$ cat src/rtl/acc_cpu.sv
module acc_cpu #(
  parameter int DATA_W = 16,
  parameter int ADDR_W = 12
) (
  input  logic              clk,
  input  logic              rst_n,
  output logic [ADDR_W-1:0] mem_addr,
  output logic [DATA_W-1:0] mem_wdata,
  output logic              mem_we,
  input  logic [DATA_W-1:0] mem_rdata,
  input  logic [DATA_W-1:0] in_port,
  output logic [DATA_W-1:0] out_port,
  output logic              halted
);
  localparam int OP_W = DATA_W - ADDR_W;
  localparam logic [OP_W-1:0] OP_LDA = OP_W'(0), OP_STA = OP_W'(1), OP_ADD = OP_W'(2),
    OP_AND = OP_W'(3), OP_CMA = OP_W'(4), OP_CIL = OP_W'(5), OP_JMP = OP_W'(6),
    OP_JZ = OP_W'(7), OP_IN = OP_W'(8), OP_OUT = OP_W'(9), OP_HLT = OP_W'(10);

  typedef enum logic [2:0] {
    AC_HOLD, AC_MDR, AC_SUM, AC_AND, AC_INV, AC_ROT, AC_INR
  } ac_sel_e;

  logic [DATA_W-1:0] ac, mdr, inr, outr;
  logic [ADDR_W-1:0] pc, mar;
  logic [OP_W-1:0]   opc;
  logic              hlt;
  logic [2:0]        tstep;

  logic t1, t2, t3, t4, t5, t6;
  assign t1 = tstep == 3'd1;
  assign t2 = tstep == 3'd2;
  assign t3 = tstep == 3'd3;
  assign t4 = tstep == 3'd4;
  assign t5 = tstep == 3'd5;
  assign t6 = tstep == 3'd6;

  logic mem_op, operand_rd, last_step;
  assign mem_op     = opc == OP_LDA || opc == OP_STA || opc == OP_ADD || opc == OP_AND;
  assign operand_rd = opc == OP_LDA || opc == OP_ADD || opc == OP_AND;
  assign last_step  = t6 || (t4 && !mem_op);

  logic ld_mar_pc, ld_mar_adr, ld_mdr, mdr_from_ac, pc_inc, ld_opc, pc_jump, ld_out, set_hlt;
  assign ld_mar_pc   = t1;
  assign ld_mar_adr  = t4;
  assign ld_mdr      = t2 || (t5 && mem_op);
  assign mdr_from_ac = t5 && opc == OP_STA;
  assign pc_inc      = t2;
  assign ld_opc      = t3;
  assign pc_jump     = t4 && (opc == OP_JMP || (opc == OP_JZ && ac == '0));
  assign ld_out      = t4 && opc == OP_OUT;
  assign set_hlt     = t4 && opc == OP_HLT;

  ac_sel_e ac_sel;
  always_comb begin
    ac_sel = AC_HOLD;
    if (t6 && opc == OP_LDA) ac_sel = AC_MDR;
    if (t6 && opc == OP_ADD) ac_sel = AC_SUM;
    if (t6 && opc == OP_AND) ac_sel = AC_AND;
    if (t4 && opc == OP_CMA) ac_sel = AC_INV;
    if (t4 && opc == OP_CIL) ac_sel = AC_ROT;
    if (t4 && opc == OP_IN)  ac_sel = AC_INR;
  end

  logic [DATA_W-1:0] ac_next;
  always_comb begin
    case (ac_sel)
      AC_MDR:  ac_next = mdr;
      AC_SUM:  ac_next = ac + mdr;
      AC_AND:  ac_next = ac & mdr;
      AC_INV:  ac_next = ~ac;
      AC_ROT:  ac_next = {ac[DATA_W-2:0], ac[DATA_W-1]};
      AC_INR:  ac_next = inr;
      default: ac_next = ac;
    endcase
  end

  always_ff @(posedge clk or negedge rst_n) begin
    if (!rst_n) begin
      ac <= '0; pc <= '0; mar <= '0; mdr <= '0;
      inr <= '0; outr <= '0; opc <= '0; hlt <= 1'b0;
      tstep <= 3'd1;
    end else if (!hlt) begin
      ac    <= ac_next;
      inr   <= in_port;
      tstep <= last_step ? 3'd1 : tstep + 3'd1;
      if (ld_mar_pc)  mar <= pc;
      if (ld_mar_adr) mar <= mdr[ADDR_W-1:0];
      if (ld_mdr)     mdr <= mdr_from_ac ? ac : mem_rdata;
      if (ld_opc)     opc <= mdr[DATA_W-1:ADDR_W];
      if (pc_inc)     pc  <= pc + 1'b1;
      if (pc_jump)    pc  <= mdr[ADDR_W-1:0];
      if (ld_out)     outr <= ac;
      if (set_hlt)    hlt <= 1'b1;
    end
  end

  assign mem_addr  = mar;
  assign mem_wdata = mdr;
  assign mem_we    = !hlt && t6 && opc == OP_STA;
  assign out_port  = outr;
  assign halted    = hlt;
endmodule

$ cat config.mk
export PLATFORM = sky130hd
export DESIGN_NAME = acc_cpu
export DESIGN_NICKNAME = d
export VERILOG_FILES = /design/src/rtl/acc_cpu.sv
export SDC_FILE = /design/constraint.sdc
export NUM_CORES = 1
export LEC_CHECK = 0
export ABC_AREA = 1
export BUFFER_PORTS_ARGS = -buffer_cell sky130_fd_sc_hd__buf_2
export CORE_ASPECT_RATIO = 1.4
export CORE_MARGIN = 3
export CORE_UTILIZATION = 53
export CTS_BUF_LIST = sky130_fd_sc_hd__clkbuf_16
export DETAILED_ROUTE_END_ITERATION = 8
export PLACE_DENSITY = 0.77
export RECOVER_POWER = 100
export SLEW_MARGIN = 20
export SYNTH_ARGS = -nofsm -noshare
export SYNTH_HDL_FRONTEND = slang
export SYNTH_SLANG_ARGS = --single-unit
$ cat constraint.sdc
create_clock -name clk -period 1.8 [get_ports clk]
set_input_delay 0.18 -clock clk [delete_from_list [all_inputs] [get_ports clk]]
set_output_delay 0.18 -clock clk [all_outputs]
set_load 0.1 [all_outputs]
==> flow_summary_export.csv, run 1 <==
group,metric,value,unit
status,status,"finished, violations left",
status,violations,"negative setup slack",
global_routing,globalRouteTotalUtil,31.2,%
die,start_util,55.3,%
logic_synthesis,ys_ff_latch,96,
routing,drtIter0Drc,687,
setup_path,path_max_fanout,14,
sta,fin_skew,0.00732,ns
die,coreArea,11000,um^2
clock_tree,clock_sinks,96,
die,fp.dieH,133,um
logic_synthesis,syn_inst,885,
power_and_ir_drop,ir_drop,1.14,mV
layout,final_cell_mix,"nand2_1 (340), inv_1 (86), dfrtp_1 (77)",
setup_path,required,2.09,ns
sta,setup_viol,36,
die,dieArea,12900,um^2
layout,drive_gt1_share,30.9,%
layout,nets,1100,
die,std_cell_rows,45,
placed_design,place_congestion,1.07,
clock_tree,clk_latency,0.35,ns
routing,via_per_inst,5.81,
power_and_ir_drop,p_sw,9.97,mW
setup_path,setup.worst_path.end_class,"flip-flop",
power_and_ir_drop,p_int,8.03,mW
clock_tree,clk_path_buf_depth,2,
sta,grt_setup_unrepaired,"true",
placed_design,port_buffers,79,
power_and_ir_drop,pwr-share-comb,65.9,%
logic_synthesis,synth_top_area_share,38.9,%
global_routing,grt_overflow,0,
power_and_ir_drop,pwr-share-clk,11.0,%
sta,tns,-1.65,ns
clock_tree,clkTransAtPathRegs,0.07,ns
routing,drc,0,
logic_synthesis,synthDistinctLibCells,38,
worst_hold_path,worstHoldPathCells,3,
clock_tree,cts-root-buf,"clkbuf_16",
layout,fill_cells,752,
clock_tree,h-tree-depth,3,
layout,syn2layout_area_growth,38.8,%
logic_synthesis,synth.area.top_cells,"dfrtp_1 (39%), nand2_1 (22%), o21ai_0 (6.9%)",
sta,timing.final.ws_setup,-0.213,ns
setup_path,cp.arrival,2.30,ns
global_routing,grt_pass1_vias,6430,
sta,maxSlewHeadroom,44.1,%
die,die_x,96.7,um
layout,layout_commonest_cell,"nand2_1",
layout,diodes,0,
power_and_ir_drop,power-per-cell-area,2120,nW/um^2
die,ioPinCount,80,
sta,period_share,112,%
sta,slew_viol_final,0,
global_routing,grt_pass1_wl,32300,um
logic_synthesis,ys_seq_area_share,39.4,%
power_and_ir_drop,p_leak,4.26,nW
sta,fmax,0.497,GHz
power_and_ir_drop,netSwitchingFraction,55.4,%
global_routing,grt_max_degree,34,
placed_design,placed_area,7430,um^2
routing,postRouteAntennaNets,0,
routing,num_vias,6909,
logic_synthesis,synthesis.area,6110,um^2
setup_path,startpoint_type,"flip-flop",
logic_synthesis,yosys.area.top_type,"dfrtp_1",
power_and_ir_drop,p_seq_share,23.2,%
placed_design,dpl.hpwl,14800,um
setup_path,rr_worst_depth,12,
clock_tree,cts_tree,"yes",
sta,period_needed,2.01,ns
layout,stdcell_area,8470,um^2
logic_synthesis,yosysWarnings,0,
flow_run,drv_cap,0,
clock_tree,numCtsBuffers,9,
worst_hold_path,min_path_type,"in2reg",
sta,finalHoldViolCount,0,
setup_path,critPathKind,"reg2reg",
routing,wl_per_cell,18.7,um
logic_synthesis,synth_area_per_cell,6.90,um^2
sta,tightest_slew,0.839,ns
routing,drt_wl_total,22200,um
placed_design,dp_slack,-0.0822,ns
routing,dr.pass1.iters,6,
logic_synthesis,syn_nets,942,
global_routing,antenna_found_initial,0,
Yosys cell counts:
master    count
nand2_4       2
nand3b_1      3
nand2_1     364
nor2_8        1
or2_2         3
xor2_1        7
nand3_1      37
inv_2         9
nor2_2        3
buf_2        11
and2_1        1
o22ai_1       9
clkbuf_1     11
buf_4         3
o21ai_1       2
o21ai_0      84
inv_1        93
nand2_2       3
nor2_4        2
o21ai_4       1
nor3b_1       1
xnor2_1       3
nor3_1       15
ha_1         22
clkinv_1      1
buf_6         3
fa_1          1
a21oi_2       7
nor3_2        1
a31oi_1      12
nand3_2       1
dfrtp_1      95
nor2_1       46
nand4_1       8
o211ai_1      5
a21oi_1      13
nand3b_2      1
dfstp_2       1
worst max-delay path, stage by stage, from the launching register on:
cell and delay [ns]:
dfrtp_1 0.44, inv_2 0.11, ha_4 0.17, nand2_8 0.07, nor2_4 0.13, nand2_4 0.09, inv_4 0.16, nand2_1 0.12
o21ai_1 0.28, nor2_1 0.12, o211ai_1 0.10, nand2_1 0.08, nand2_1 0.07
state kept, by name, indices dropped and copies added (netlist names):
| name | count |
|---|---|
| halted | 1 |
| out_port | 16 |
| mem_addr | 12 |
| mem_wdata | 16 |
| tstep | 3 |
| opc | 4 |
| inr | 16 |
| pc | 12 |
| ac | 16 |
timing repair:
action	CTS	global route
setup endpoints to repair	30	65
setup buffers	7	7
hold buffers	1	0
resized for setup	34	106
pin swaps	10	33
gates cloned	1	8
endpoints found under the hold margin	28	0
per-layer routing:
| metal | track usage (%) | routed length [um] | up-vias |
|---|---|---|---|
| met2 | 54.8 | 10900 | 433 |
| met1 | 35.9 | 7620 | 3194 |
| li1 | - | - | 3135 |
| met4 | 18.2 | 1750 | 0 |
| met5 | 0 | 0 | - |
| met3 | 4.69 | 1910 | 147 |
path summary, 6_finish.rpt:
kind / start / endpoint / slack [ns]
worst max-delay path: tstep[1] / ac[4] / -0.21
worst min-delay path: in_port[5] / inr[5] / 0.02
worst max register to register: tstep[1] / ac[4] / -0.21
worst min register to register: inr[12] / inr[12] / 0.47
max in group asynchronous: rst_n / mem_wdata[12] / 0.18
min in group asynchronous: rst_n / out_port[1] / 0.45
per-stage QoR:
| stage | utilization [%] | hold slack [ns] | cells | power, mW |
|---|---|---|---|---|
| final | 76.8 | 0.0165 | 1189 | 18.0 |
| after global routing | 76.8 | 0.0239 | 1189 | 18.9 |
| after CTS | 71.9 | 0.0186 | 1174 | 16.6 |
| after detailed placement | 67.3 | 0.157 | 1149 | 14.3 |
| after global placement | 67.3 | 0.161 | 1149 | 14.1 |
| after floorplan | - | -0.116 | 885 | 11.3 |
final cells by class:
cell class | count | area (um^2) | share of cell area (%)
multi-input cells | 658 | 3720 | 43.9
well taps | 141 | 176 | 2.08
clock inverters | 7 | 70.1 | 0.827
flip-flops and latches | 96 | 2460 | 29.1
inverters | 103 | 397 | 4.68
repair buffers | 175 | 1420 | 16.8
clock buffers | 9 | 225 | 2.66
logic make-up (layout without fill, tap and decap cells):
group                      count (synthesis)  count (layout)  share of synthesized area (%)
AOI/OAI and AO/OA                        133             133                           12.2
buffers and inverters                    131             294                           8.83
xor gates and xnor gates                  10              10                           1.43
adders and majority gates                 23              23                           4.84
and+or+nand+nor                          492             492                           33.4
DFF                                       96              96                           39.4
power groups by stage:
stage / combinational (mW) / sequential (mW) / clock, mW
3_5_place_dp: 10.2 / 4.08 / 0
6_report: 11.9 / 4.17 / 1.97
3_3_place_gp: 10.1 / 4.04 / 0
4_1_cts: 10.6 / 4.07 / 1.95
2_1_floorplan: 4.19 / 7.07 / 0
5_1_grt: 12.6 / 4.27 / 2.08
Power figures use the tool's default switching activity.
==> inputs of run 2 (changes only) <==
CORE_ASPECT_RATIO = 1.75   (was 1.4)
==> flow_summary_export.csv, run 2 (same netlist as run 1, synthesis figures left out) <==
group,metric,value,unit
die,dieArea,12900,um^2
routing,wl_per_cell,19.8,um
setup_path,cp.arrival,2.20,ns
layout,stdcell_area,8680,um^2
routing,drc,0,
layout,nets,1119,
sta,maxSlewHeadroom,15.0,%
global_routing,met3_usage,3.57,%
power_and_ir_drop,total_power,18.2,mW
clock_tree,numCtsBuffers,9,
global_routing,globalRouteTotalUtil,32.5,%
status,status,"finished, violations left",
sta,timing.final.ws_setup,-0.145,ns
sta,tightest_slew,1.28,ns
routing,dr.pass1.iters,6,
clock_tree,cts_tree,"yes",
power_and_ir_drop,ir_drop,2.18,mV
layout,diodes,0,
layout,layout_commonest_cell,"nand2_1",
placed_design,dp.cells,1151,
placed_design,placed_area,7500,um^2
setup_path,required,2.05,ns
die,start_util,54.7,%
global_routing,antenna_found_initial,0,
flow_run,drv_cap,0,
global_routing,use_met1,34.9,%
sta,slew_viol_final,0,
global_routing,grt_pass1_wl,32300,um
sta,period_needed,1.94,ns
setup_path,setup.worst_path.end_class,"flip-flop",
setup_path,path_max_fanout,10,
layout,final_cells,1199,
global_routing,grt_pass1_vias,6582,
routing,postRouteAntennaNets,0,
status,violations,"negative setup slack",
setup_path,startpoint_type,"flip-flop",
die,ioPinCount,80,
clock_tree,cts-root-buf,"clkbuf_16",
die,std_cell_rows,51,
setup_path,critPathKind,"reg2reg",
layout,finalCoreUtilization,77.7,%
global_routing,top_usage_layer,"met2",
layout,drive_gt1_share,33.3,%
sta,finalHoldViolCount,0,
layout,syn2layout_area_growth,42.2,%
placed_design,dp_slack,-0.0838,ns
power_and_ir_drop,p_leak,4.35,nW
die,coreArea,11200,um^2
global_routing,grtUsageMet2,57.5,%
sta,fin_skew,0.0114,ns
routing,via_per_inst,5.85,
placed_design,port_buffers,79,
die,die_x,87.1,um
routing,drtIter0Drc,585,
clock_tree,clk_latency,0.36,ns
sta,fmax,0.514,GHz
die,fp.dieH,148,um
placed_design,place_congestion,0.974,
layout,final_cell_mix,"nand2_1 (330), inv_1 (84), dfrtp_1 (78)",
sta,grt_setup_unrepaired,"true",
sta,period_share,108,%
global_routing,grt_overflow,0,
clock_tree,h-tree-depth,3,
power_and_ir_drop,power-per-cell-area,2100,nW/um^2
placed_design,dpl.hpwl,15100,um
worst_hold_path,min_path_type,"in2reg",
routing,drt_wl_total,23800,um
global_routing,grt_max_degree,97,
sta,whs,0.00536,ns
sta,tns,-1.88,ns
routing,num_vias,7017,
clock_tree,clock_sinks,96,
clock_tree,clkTransAtPathRegs,0.08,ns
clock_tree,clk_path_buf_depth,2,
sta,setup_viol,40,
## run 2: cell count changes in the layout (fill, tap and decap cells not counted), moves of 3 or more
cell	previous run	this run
inv_6	2	6
clkbuf_2	35	48
buf_6	11	20
buf_4	62	73
nand2_1	340	330
buf_2	46	33
clkbuf_16	17	14
o21ai_0	53	50
nand2_2	21	28
## run 2: what timing repair did
action / in CTS / in global routing
cloned: 2 / 7
gates resized for setup: 48 / 128
endpoints found under the hold margin: 95 / 0
endpoints found under the setup margin: 27 / 60
pin swaps: 10 / 38
buffers inserted: 14 / 9
hold buffers: 1 / 0
## run 2: area by class of cell
class                           count  area [um^2]
Inverter                          103          407
Timing Repair Buffer              194         1570
Clock inverter                      7         71.3
Clock buffer                        9          225
Multi-Input combinational cell    658         3780
Fill cell                         769         2480
Tap cell                          132          165
Sequential cell                    96         2460
## run 2: metal layers
layer / share of wire [%] / routed length [um]
met5: 0 / 0
met4: 10 / 2380
met3: 8.1 / 1930
met2: 50 / 11800
met1: 32 / 7680
## run 2: worst paths after layout
check | from | end | slack (ns) | depth (start not counted)
max in group asynchronous | rst_n | mem_wdata[12] | 0.09 | 3
worst max-delay path | tstep[0] | ac[0] | -0.14 | 11
worst min register to register | inr[11] | inr[11] | 0.48 | 2
worst min-delay path | in_port[5] | inr[5] | 0.005 | 3
min in group asynchronous | rst_n | mem_addr[1] | 0.72 | 3
worst max register to register | tstep[0] | ac[0] | -0.14 | 11
## run 2: where the power goes
| part | switching, mW | internal, mW |
|---|---|---|
| clock network | 0.996 | 0.986 |
| registers | 0.975 | 3.18 |
| logic | 8.22 | 3.85 |
## run 2: worst max-delay path, stage by stage (launching register included)
cell and delay, ns:
dfstp_2 0.57, inv_4 0.06, ha_4 0.17, nand2_8 0.08, nor2_4 0.06, nand2_2 0.10, buf_6 0.18, nor2_1 0.09
nor3_1 0.20, nand3_1 0.10, o21ai_0 0.16, nand2_1 0.08
==> inputs of run 3 (changes only) <==
ABC_AREA = not set   (was 1)
CORE_UTILIZATION = 52   (was 53)
PLACE_DENSITY = 0.76   (was 0.77)
==> flow_summary_export.csv, run 3 <==
group,metric,value,unit
logic_synthesis,synth_common_cells,"dfrtp_1 (95), a21oi_1 (65), nor2_1 (53), nand2_1 (49), mux2i_1 (31)",
setup_path,crit_chain,"buf_4, inv_1, fa_2, nor2b_4, o2111ai_4, a211oi_4, o31ai_2, xor2_1, o221ai_1",
layout,diodes,0,
logic_synthesis,ys_ff_latch,96,
status,violations,"negative setup slack",
setup_path,setup.worst_path.end_class,"flip-flop",
logic_synthesis,synth_top_family_by_area,"compound AO/OA/AOI/OAI gates",
global_routing,use_met1,39.5,%
global_routing,met3_usage,7.11,%
clock_tree,clock_sinks,96,
logic_synthesis,synth_edf_count,0,
layout,stdcell_area,8870,um^2
routing,dr.pass1.iters,6,
setup_path,cp.arrival,2.79,ns
global_routing,grtUsageMet2,62.7,%
placed_design,place_congestion,0.928,
sta,maxSlewHeadroom,36.1,%
placed_design,dp.cells,885,
routing,wl_per_cell,28.1,um
sta,fin_skew,0.00880,ns
setup_path,path_buf_inv,2,
logic_synthesis,yosysWarnings,0,
logic_synthesis,syn_nets,631,
layout,drive_gt1_share,55.0,%
layout,layout_commonest_cell,"buf_4",
setup_path,cp_top_family,"compound AO/OA/AOI/OAI gates",
setup_path,critPathKind,"reg2reg",
placed_design,dp_slack,-0.380,ns
die,die_x,84.5,um
worst_hold_path,min_path_type,"in2reg",
placed_design,dpl.hpwl,13900,um
logic_synthesis,synth_top_area_share,42.4,%
global_routing,antenna_found_initial,1,
routing,drtIter0Drc,872,
global_routing,grt_max_degree,38,
sta,grt_setup_unrepaired,"true",
global_routing,grt_overflow,0,
die,dieArea,12100,um^2
placed_design,placed_area,7470,um^2
logic_synthesis,ys_seq_area_share,42.9,%
layout,final_cell_mix,"buf_4 (124), dfrtp_1 (78), buf_2 (46)",
global_routing,grt_pass1_wl,34100,um
routing,drt_wl_total,26400,um
logic_synthesis,synth_area_per_cell,9.77,um^2
layout,syn2layout_area_growth,58.1,%
sta,period_needed,2.60,ns
die,fp.dieH,143,um
logic_synthesis,synth-simple-area-share,12.8,%
logic_synthesis,yosys.area_share.xor_xnor,2.03,%
clock_tree,h-tree-depth,3,
sta,finalHoldViolCount,0,
setup_path,startpoint_type,"flip-flop",
clock_tree,numCtsBuffers,9,
logic_synthesis,yosys.area.top_type,"dfrtp_1",
status,status,"finished, violations left",
routing,via_per_inst,7.09,
logic_synthesis,synthDistinctLibCells,60,
setup_path,path_max_fanout,3,
logic_synthesis,synthMuxAreaShare,12.2,%
logic_synthesis,synth_ff_type,"dfrtp_1",
setup_path,worst_path_max_delay_cell,"o221ai_1",
sta,slew_viol_final,0,
logic_synthesis,async_flop_share,100,%
routing,postRouteAntennaNets,0,
logic_synthesis,synth_compound_area_share,21.2,%
die,coreArea,10400,um^2
clock_tree,clkTransAtPathRegs,0.08,ns
logic_synthesis,yosysMostFrequentCell,"dfrtp_1",
clock_tree,clk_latency,0.35,ns
sta,period_share,144,%
die,ioPinCount,80,
routing,num_vias,6661,
layout,fill_cells,474,
setup_path,required,1.99,ns
setup_path,critical_path.max_stage_delay,0.45,ns
sta,tightest_slew,0.958,ns
clock_tree,cts_tree,"yes",
sta,fmax,0.385,GHz
logic_synthesis,synthAdderAreaFrac,5.27,%
sta,whs,0.0511,ns
layout,nets,864,
placed_design,port_buffers,79,
sta,timing.final.ws_setup,-0.797,ns
global_routing,grt_pass1_vias,6443,
clock_tree,clk_path_buf_depth,2,
logic_synthesis,synth.area.top_cells,"dfrtp_1 (42%), a21oi_1 (5.8%), mux2i_1 (5.5%)",
global_routing,globalRouteTotalUtil,36.1,%
clock_tree,cts-root-buf,"clkbuf_16",
sta,setup_viol,62,
layout,final_cells,939,
logic_synthesis,syn_inst,574,
die,std_cell_rows,49,
flow_run,drv_cap,0,
die,start_util,53.8,%
global_routing,top_usage_layer,"met2",
routing,drc,0,
logic_synthesis,synthesis.area,5610,um^2
run 3: cell types whose count changed after synthesis, sizes merged, moves of 31 or more:
cell and delta:
mux2i +31, nand3 -33, nand2 -320, a21oi +46, mux2 +33, o21ai -50
inv -88
run 3: layer usage:
layer / vias up / routed length, um
li1: 2605 / -
met1: 3167 / 8410
met2: 634 / 12500
met3: 253 / 2850
met4: 2 / 2630
met5: - / 13
run 3: layout make-up:
type / instances / area (um^2) / area share (%)
Clock buffer: 9 / 225 / 2.54
Clock inverter: 7 / 63.8 / 0.720
Inverter: 14 / 55.1 / 0.621
Multi-Input combinational cell: 437 / 3920 / 44.2
Sequential cell: 96 / 2450 / 27.7
Tap cell: 127 / 159 / 1.79
Timing Repair Buffer: 249 / 1990 / 22.4
run 3: metrics by stage:
| stage | setup TNS (ns) | utilization [%] |
|---|---|---|
| after floorplan | -4.89 | - |
| after global placement | -6.72 | 71.7 |
| after detailed placement | -9.64 | 71.7 |
| after CTS | -8.82 | 80.1 |
| after global routing | -17.98 | 85.1 |
| final | -14.50 | 85.1 |
run 3: what timing repair did:
| action | CTS | global route |
|---|---|---|
| pin swaps | 35 | 41 |
| endpoints found under the hold margin | 31 | 0 |
| hold buffers | 1 | 0 |
| setup buffers | 19 | 15 |
| cloned | 8 | 4 |
| gates resized for setup | 83 | 105 |
| setup endpoints to repair | 60 | 73 |
run 3: path summary, 6_finish.rpt:
check	endpoint	cells after the start	startpoint	slack, ns
max	ac[14]	9	ac[1]	-0.80
min	inr[9]	2	in_port[9]	0.05
max reg2reg	ac[14]	9	ac[1]	-0.80
min reg2reg	out_port[11]	1	out_port[11]	0.51
max in group asynchronous	mem_wdata[8]	3	rst_n	0.15
min in group asynchronous	opc[3]	2	rst_n	0.51
run 3: kinds of logic after synthesis:
| family | count (synthesis) |
|---|---|
| and+or+nand+nor | 150 |
| adders and majority gates | 23 |
| muxes | 64 |
| DFF | 96 |
| xor gates and xnor gates | 13 |
| buffers and inverters | 44 |
| AOI/OAI and AO/OA | 184 |
Power of run 3 is left out: the tool's default activity adds up to more than one toggle a clock period on the data nets, which glitch-free logic cannot reach.
